$ cat src/rtl/thr_pkg.sv
package thr_pkg;
    // Address map
    localparam logic [7:0] A_TEMP_BASE = 8'h00;
    localparam logic [7:0] A_LIM_BASE  = 8'h08;
    localparam logic [7:0] A_CRIT      = 8'h10;
    localparam logic [7:0] A_CFG       = 8'h11;
    localparam logic [7:0] A_RATE      = 8'h12;

    // Reset values
    localparam logic [7:0] LIM_RST  = 8'h55;
    localparam logic [7:0] CRIT_RST = 8'h64;
    localparam logic [1:0] RATE_RST = 2'b10;

    // Shift applied in the offset display format
    localparam int OFFSET = 64;

    // Configuration byte fields
    localparam int CFG_LOCK = 0;
    localparam int CFG_FMT  = 1;
    localparam int CFG_LINK = 2;
endpackage

$ cat src/rtl/thr_fmt.sv
// Converts one signed reading to the selected display format.
module thr_fmt #(
    parameter int DW = 8
) (
    input  logic [DW-1:0] raw,
    input  logic          fmt_off,
    output logic [DW-1:0] shown
);
    import thr_pkg::*;

    localparam logic signed [DW:0] OFS = OFFSET[DW:0];

    logic signed [DW:0] sum;

    always_comb begin
        sum = $signed({raw[DW-1], raw}) + OFS;
        if (!fmt_off) begin
            shown = raw;
        end else if (sum[DW]) begin
            shown = '0;          // below the offset floor: clamp
        end else begin
            shown = sum[DW-1:0];
        end
    end
endmodule

$ cat src/rtl/thr_regs.sv
// Configuration registers, lock handling and registered read mux.
module thr_regs #(
    parameter int NUM_CH = 3,
    parameter int DW     = 8
) (
    input  logic                       clk,
    input  logic                       rst_n,
    input  logic                       soft_rst,
    input  logic                       wr_en,
    input  logic [7:0]                 addr,
    input  logic [DW-1:0]              wdata,
    input  logic [NUM_CH-1:0][DW-1:0]  shown,
    output logic [DW-1:0]              rdata,
    output logic [NUM_CH-1:0][DW-1:0]  lim,
    output logic [DW-1:0]              crit,
    output logic                       fmt_off,
    output logic [NUM_CH-1:0]          link,
    output logic                       lock,
    output logic [1:0]                 rate
);
    import thr_pkg::*;

    typedef struct packed {
        logic [NUM_CH-1:0][DW-1:0] lim;
        logic [DW-1:0]             crit;
        logic                      lock;
        logic                      fmt;
        logic [NUM_CH-1:0]         link;
        logic [1:0]                rate;
        logic [DW-1:0]             rdata;
    } st_t;

    localparam st_t RST_ST = '{
        lim:   {NUM_CH{DW'(LIM_RST)}},
        crit:  DW'(CRIT_RST),
        lock:  1'b0,
        fmt:   1'b0,
        link:  '0,
        rate:  RATE_RST,
        rdata: '0
    };

    st_t st_d, st_q;
    logic [DW-1:0] cfg_v;
    logic [DW-1:0] rate_v;

    always_comb begin
        st_d = st_q;

        // Register updates: soft reset has priority, lock blocks both.
        if (soft_rst) begin
            if (!st_q.lock) begin
                st_d.lim  = RST_ST.lim;
                st_d.crit = RST_ST.crit;
                st_d.fmt  = RST_ST.fmt;
                st_d.link = RST_ST.link;
                st_d.rate = RST_ST.rate;
            end
        end else if (wr_en && !st_q.lock) begin
            for (int i = 0; i < NUM_CH; i++) begin
                if (addr == A_LIM_BASE + 8'(i)) begin
                    st_d.lim[i] = wdata;
                end
            end
            if (addr == A_CRIT) begin
                st_d.crit = wdata;
            end
            if (addr == A_CFG) begin
                st_d.lock = wdata[CFG_LOCK];
                st_d.fmt  = wdata[CFG_FMT];
                st_d.link = wdata[CFG_LINK +: NUM_CH];
            end
            if (addr == A_RATE) begin
                st_d.rate = wdata[1:0];
            end
        end

        // Read mux (always from the present state)
        cfg_v = '0;
        cfg_v[CFG_LOCK] = st_q.lock;
        cfg_v[CFG_FMT]  = st_q.fmt;
        cfg_v[CFG_LINK +: NUM_CH] = st_q.link;

        rate_v = '0;
        rate_v[1:0] = st_q.rate;

        st_d.rdata = '0;
        for (int i = 0; i < NUM_CH; i++) begin
            if (addr == A_TEMP_BASE + 8'(i)) begin
                st_d.rdata = shown[i];
            end
            if (addr == A_LIM_BASE + 8'(i)) begin
                st_d.rdata = st_q.lim[i];
            end
        end
        if (addr == A_CRIT) begin
            st_d.rdata = st_q.crit;
        end
        if (addr == A_CFG) begin
            st_d.rdata = cfg_v;
        end
        if (addr == A_RATE) begin
            st_d.rdata = rate_v;
        end
    end

    always_ff @(posedge clk or negedge rst_n) begin
        if (!rst_n) begin
            st_q <= RST_ST;
        end else begin
            st_q <= st_d;
        end
    end

    assign rdata   = st_q.rdata;
    assign lim     = st_q.lim;
    assign crit    = st_q.crit;
    assign fmt_off = st_q.fmt;
    assign link    = st_q.link;
    assign lock    = st_q.lock;
    assign rate    = st_q.rate;
endmodule

$ cat src/rtl/thr_judge.sv
// Per-channel limit and critical comparison, registered flags.
module thr_judge #(
    parameter int NUM_CH = 3,
    parameter int DW     = 8
) (
    input  logic                       clk,
    input  logic                       rst_n,
    input  logic [NUM_CH-1:0][DW-1:0]  raw,
    input  logic [NUM_CH-1:0][DW-1:0]  shown,
    input  logic                       fmt_off,
    input  logic [NUM_CH-1:0][DW-1:0]  lim,
    input  logic [DW-1:0]              crit,
    input  logic [NUM_CH-1:0]          link,
    output logic [NUM_CH-1:0]          over,
    output logic [NUM_CH-1:0]          crit_hit,
    output logic                       alert_n,
    output logic                       shdn_n
);
    typedef struct packed {
        logic alert_n;
        logic shdn_n;
    } flag_t;

    flag_t fl_d, fl_q;

    always_comb begin
        for (int i = 0; i < NUM_CH; i++) begin
            if (fmt_off) begin
                over[i] = shown[i] > lim[i];
            end else begin
                over[i] = $signed(raw[i]) > $signed(lim[i]);
            end
            crit_hit[i] = $signed(raw[i]) > $signed(crit);
        end
        fl_d.alert_n = ~((|over) | (|crit_hit));
        fl_d.shdn_n  = ~((|(over & link)) | (|crit_hit));
    end

    always_ff @(posedge clk or negedge rst_n) begin
        if (!rst_n) begin
            fl_q <= '{alert_n: 1'b1, shdn_n: 1'b1};
        end else begin
            fl_q <= fl_d;
        end
    end

    assign alert_n = fl_q.alert_n;
    assign shdn_n  = fl_q.shdn_n;
endmodule

$ cat src/rtl/thr_limit_guard.sv
module thr_limit_guard #(
    parameter int NUM_CH = 3,
    parameter int DW     = 8
) (
    input  logic                 clk,
    input  logic                 rst_n,
    input  logic                 soft_rst,
    input  logic                 wr_en,
    input  logic [7:0]           addr,
    input  logic [DW-1:0]        wdata,
    output logic [DW-1:0]        rdata,
    input  logic [NUM_CH*DW-1:0] temp_in,
    output logic                 alert_n,
    output logic                 shdn_n
);
    logic [NUM_CH-1:0][DW-1:0] raw_w;
    logic [NUM_CH-1:0][DW-1:0] shown_w;
    logic [NUM_CH-1:0][DW-1:0] lim_w;
    logic [DW-1:0]             crit_w;
    logic                      fmt_w;
    logic [NUM_CH-1:0]         link_w;
    logic                      lock_w;
    logic [1:0]                rate_w;
    logic [NUM_CH-1:0]         over_w;
    logic [NUM_CH-1:0]         crit_hit_w;

    assign raw_w = temp_in;

    for (genvar g = 0; g < NUM_CH; g++) begin : g_fmt
        thr_fmt #(.DW(DW)) u_fmt (
            .raw     (raw_w[g]),
            .fmt_off (fmt_w),
            .shown   (shown_w[g])
        );
    end

    thr_regs #(.NUM_CH(NUM_CH), .DW(DW)) u_regs (
        .clk      (clk),
        .rst_n    (rst_n),
        .soft_rst (soft_rst),
        .wr_en    (wr_en),
        .addr     (addr),
        .wdata    (wdata),
        .shown    (shown_w),
        .rdata    (rdata),
        .lim      (lim_w),
        .crit     (crit_w),
        .fmt_off  (fmt_w),
        .link     (link_w),
        .lock     (lock_w),
        .rate     (rate_w)
    );

    thr_judge #(.NUM_CH(NUM_CH), .DW(DW)) u_judge (
        .clk      (clk),
        .rst_n    (rst_n),
        .raw      (raw_w),
        .shown    (shown_w),
        .fmt_off  (fmt_w),
        .lim      (lim_w),
        .crit     (crit_w),
        .link     (link_w),
        .over     (over_w),
        .crit_hit (crit_hit_w),
        .alert_n  (alert_n),
        .shdn_n   (shdn_n)
    );
endmodule

$ cat config.mk
export PLATFORM = sky130hd
export DESIGN_NAME = thr_limit_guard
export DESIGN_NICKNAME = d
export VERILOG_FILES = /design/src/rtl/thr_pkg.sv /design/src/rtl/thr_fmt.sv /design/src/rtl/thr_regs.sv /design/src/rtl/thr_judge.sv /design/src/rtl/thr_limit_guard.sv
export SDC_FILE = /design/constraint.sdc
export NUM_CORES = 1
export LEC_CHECK = 0
export BUFFER_PORTS_ARGS = -buffer_cell sky130_fd_sc_hd__buf_2
export CELL_PAD_IN_SITES_DETAIL_PLACEMENT = 1
export CELL_PAD_IN_SITES_GLOBAL_PLACEMENT = 2
export CORE_ASPECT_RATIO = 1.2
export CORE_MARGIN = 2
export CORE_UTILIZATION = 40
export CTS_CLUSTER_DIAMETER = 60
export CTS_CLUSTER_SIZE = 24
export DETAILED_ROUTE_END_ITERATION = 7
export GPL_TIMING_DRIVEN = 1
export PLACE_DENSITY_LB_ADDON = 0.1
export SLEW_MARGIN = 15
export SYNTH_ARGS = -nofsm -noshare
export SYNTH_HDL_FRONTEND = slang
export SYNTH_HIERARCHICAL = 1
export SYNTH_SLANG_ARGS = --single-unit
$ cat constraint.sdc
create_clock -name clk -period 6.7 [get_ports clk]
set_input_delay 0.67 -clock clk [delete_from_list [all_inputs] [get_ports clk]]
set_output_delay 0.67 -clock clk [all_outputs]
set_load 0.03 [all_outputs]
==> key figures <==
STA
  • Clock skew: around 9 ps
  • Final Critical Period: approximately 2700 ps
  • Worst slew margin: 0.418
  • Pins over their slew limit: 0
  • # setup viols final: 0
  • Final clock period utilization by the worst path: 0.398
  • Worst setup margin: 4030 ps
  • Setup TNS: 0 ps
  • Max Freq: 375 MHz
  • Worst slew pin tran: 872 ps
  • RSZ-0062 raised after global routing: false
  • Fin Hold WS: 494 ps
  • Final hold violations: 0

Run status
  • Outcome: completed

Synth
  • Synth area leaders: ha_1 (18%), dfrtp_1 (16%), dfstp_2 (9.7%)
  • FFs w/ async S/R, synth: 1.00
  • Sequential-to-total area share from yosys stat: 0.256
  • Largest family of logic cells by synthesized area: simple AND/OR/NAND/NOR gates
  • EDFF count, synth: 0
  • Netlist Area Pre-Place: 4890 um2
  • Cells after synthesis: 567
  • Commonest cells post-synth: ha_1 (72), inv_1 (49), nand2_1 (35)
  • Ys flop type: dfrtp_1
  • Area leader, netlist: ha_1
  • Synth Area in XOR/XNOR: 0
  • Syn. warnings: 6
  • Library cells used by synthesis: 72
  • Top-count cell post-synth: ha_1
  • Post-synthesis simple-gate area fraction: 0.244
  • Post-synthesis mux area share: 0.0251
  • Complex-gate fraction of the synthesized area: 0.228
  • Post-synth top area share: 0.184
  • Mean Syn Cell Area: 8.62 um2
  • Synth Register Bits: 49
  • Synth Area in Adders: 0.184
  • Syn nets: 683

Global routing
  • Vias in the first global route: 4,894
  • Initial antenna violation count: 0
  • Total track usage: 0.278
  • First-pass GRT wire length: 28.0 mm
  • Grt ovf: 0
  • Pin count of the biggest net entering global routing: 50

Critical path
  • Required time of the critical path: 6890 ps
  • Delay-heaviest family, CP: simple AND/OR/NAND/NOR gates
  • Worst Setup Start Kind: flop
  • WP buf/inv: 1
  • Worst-path fanout max: 3
  • CP max stage delay: 590 ps
  • Worst Setup Path Type: reg -> reg
  • Worst setup path start: u_regs/crit[5]$_DFFE_PN1P_
  • Worst path cell trace: inv_1 > ha_1 > or4b_1 > or2_0 > o311a_1 > or3_4 > a2111oi_2
  • Reg2reg start: u_regs/crit[5]$_DFFE_PN1P_
  • R2r endpoint: u_judge/shdn_n$_DFF_PN1_
  • Critical path depth in cells: 7
  • Critical Path End Type: flop
  • WP data arrival: between 2000 and 3000 ps
  • CP max-delay cell: dfstp_2
  • R2R cell count: 7
  • Reg2Reg Setup Slack: 4030 ps
  • Worst Setup EP: u_judge/shdn_n$_DFF_PN1_

Clock tree
  • Worst-path clk slew: about 70 ps
  • CTS Sinks: 49
  • Max Buffers Root-to-Sink: 2
  • CTS tree: done
  • # H-tree levels: 2
  • Post-cts sizing count: 0
  • Hold buffer count at cts: 0
  • Total CTS buffers: 5
  • CTS Root Cell: clkbuf_16
  • Setup repair bufs after CTS: 0
  • Clk_lat worst skew: roughly 300 ps

Power
  • Leakage power: 2.39 nW
  • Total power: 0.761 mW
  • Pwr dens: 140 nW/um2
  • Worst VDD drop: 0.000199 V

Cells and area
  • Area of the multi-input gates: 3330 um2
  • FF/Latch Area: about 1200 um2
  • Area Overhead vs Synth: 11.2%
  • Antenna cell count: 0
  • Layout cells sized above 1: 0.174
  • Fill cells: roughly 1,500
  • Nets: 720

Detailed routing
  • DR vias: roughly 4,600
  • Routed wire length: between 15 and 20 mm
  • DR iter-0 viols: 267
  • DR pass1 iterations: 4
  • Via density: 6.06
  • DRC viols: 0
  • Average wire per standard cell: 23.5 um
  • Post-route antenna net violation count: 0

Floorplan
  • Die H: 125 um
  • Initial Util: 0.407
  • FP Rows: 44
  • Die area: around 13,000 um2
  • Core footprint: 12,000 um2
  • Top Ports: 54
  • Die width: 105 um

Hold path
  • Hold crit path type: in -> async

Place
  • Worst slack at placement: about 3900 ps
  • Hpwl dp: 14.5 mm
  • RePlAce Congestion: roughly 0.93
  • IO Port Bufs: 53

Job
  • Max_cap viols: 0
[cell type report]
cell class,count,share of cell area
Clock inverter,3,0.00875
Multi-Input combinational cell,441,0.612
Inverter,50,0.0345
Clock buffer,5,0.0230
Tap cell,161,0.0371
Sequential cell,49,0.230
Timing Repair Buffer,57,0.0544
[power by group]
part | switching, mW | leakage [nW] | total, mW | internal [mW]
combinational | 0.101 | 1.68 | 0.155 | 0.0546
clock | 0.127 | 0.0848 | 0.306 | 0.179
sequential | 0.00174 | 0.622 | 0.300 | 0.298
total | 0.229 | 2.39 | 0.761 | 0.532
[worst min-delay path by stage]
| stage | endpoint | slack [ps] | cells after the start |
|---|---|---|---|
| floorplan | u_regs/crit[0]$_DFFE_PN0P_ | 370 | 0 |
| global placement | u_regs/rate[1]$_DFFE_PN1P_ | 520 | 2 |
| detailed placement | u_regs/rate[1]$_DFFE_PN1P_ | 530 | 2 |
| CTS | u_regs/link[0]$_DFFE_PN0P_ | 510 | 2 |
| global route | u_regs/fmt_off$_DFFE_PN0P_ | 540 | 2 |
| finish | u_regs/link[0]$_DFFE_PN0P_ | 490 | 2 |
[per-stage QoR]
stage | utilization | std cells | area, um2
CTS | 0.453 | 766 | 5430
global route | 0.453 | 766 | 5430
global placement | 0.438 | 758 | 5260
finish | 0.453 | 766 | 5430
floorplan | - | 567 | 4890
detailed placement | 0.438 | 758 | 5260
[worst register-to-register path: cells and delay by family, from the launching register on]
kind                     cells  cell delay (ps)
flip-flops                   1              590
AO/OA/AOI/OAI                2              490
adder cells (fa/ha/maj)      1              210
AND/OR/NAND/NOR              3             1140
buffers and inverters        1              150
[layer usage]
layer  GRT usage  vias up  wire (um)
met2       0.481      110       8830
met5           0        -          0
met1       0.359     2276       7910
met4       0.100        0        665
met3      0.0271       32        564
li1            -     2224          -
[cell usage in the layout (no fill, tap or decap), types with 8 or more instances in the layout]
master | Yosys | routed
a21oi_1 | 33 | 33
a22oi_1 | 10 | 10
a31oi_1 | 13 | 13
and2_1 | 19 | 19
buf_2 | 12 | 53
dfrtp_1 | 31 | 31
dfstp_2 | 18 | 18
ha_1 | 72 | 72
inv_1 | 49 | 49
mux2i_1 | 10 | 10
nand2_1 | 35 | 35
nand2b_1 | 12 | 12
nand3b_1 | 8 | 8
nand4_1 | 19 | 19
nor2_1 | 24 | 24
nor2b_1 | 16 | 16
nor3_1 | 18 | 18
o21ai_0 | 19 | 19
o32ai_1 | 16 | 16
[cell families (layout without fill, tap and decap cells)]
kind of cell	Yosys count	count (layout)
and+or+nand+nor	200	200
buffers and inverters	77	115
adders and majority gates	72	72
DFF	49	49
muxes	12	12
AOI/OAI and AO/OA	157	157
[registers in the layout (all words and copies together) (netlist names)]
register / count
u_regs/link: 3
u_regs/crit: 8
u_regs/lim: 24
u_regs/rdata: 8
u_regs/rate: 2
u_judge/shdn_n: 1
u_judge/alert_n: 1
u_regs/fmt_off: 1
u_regs/lock: 1
(Power assumes the default switching activity.)
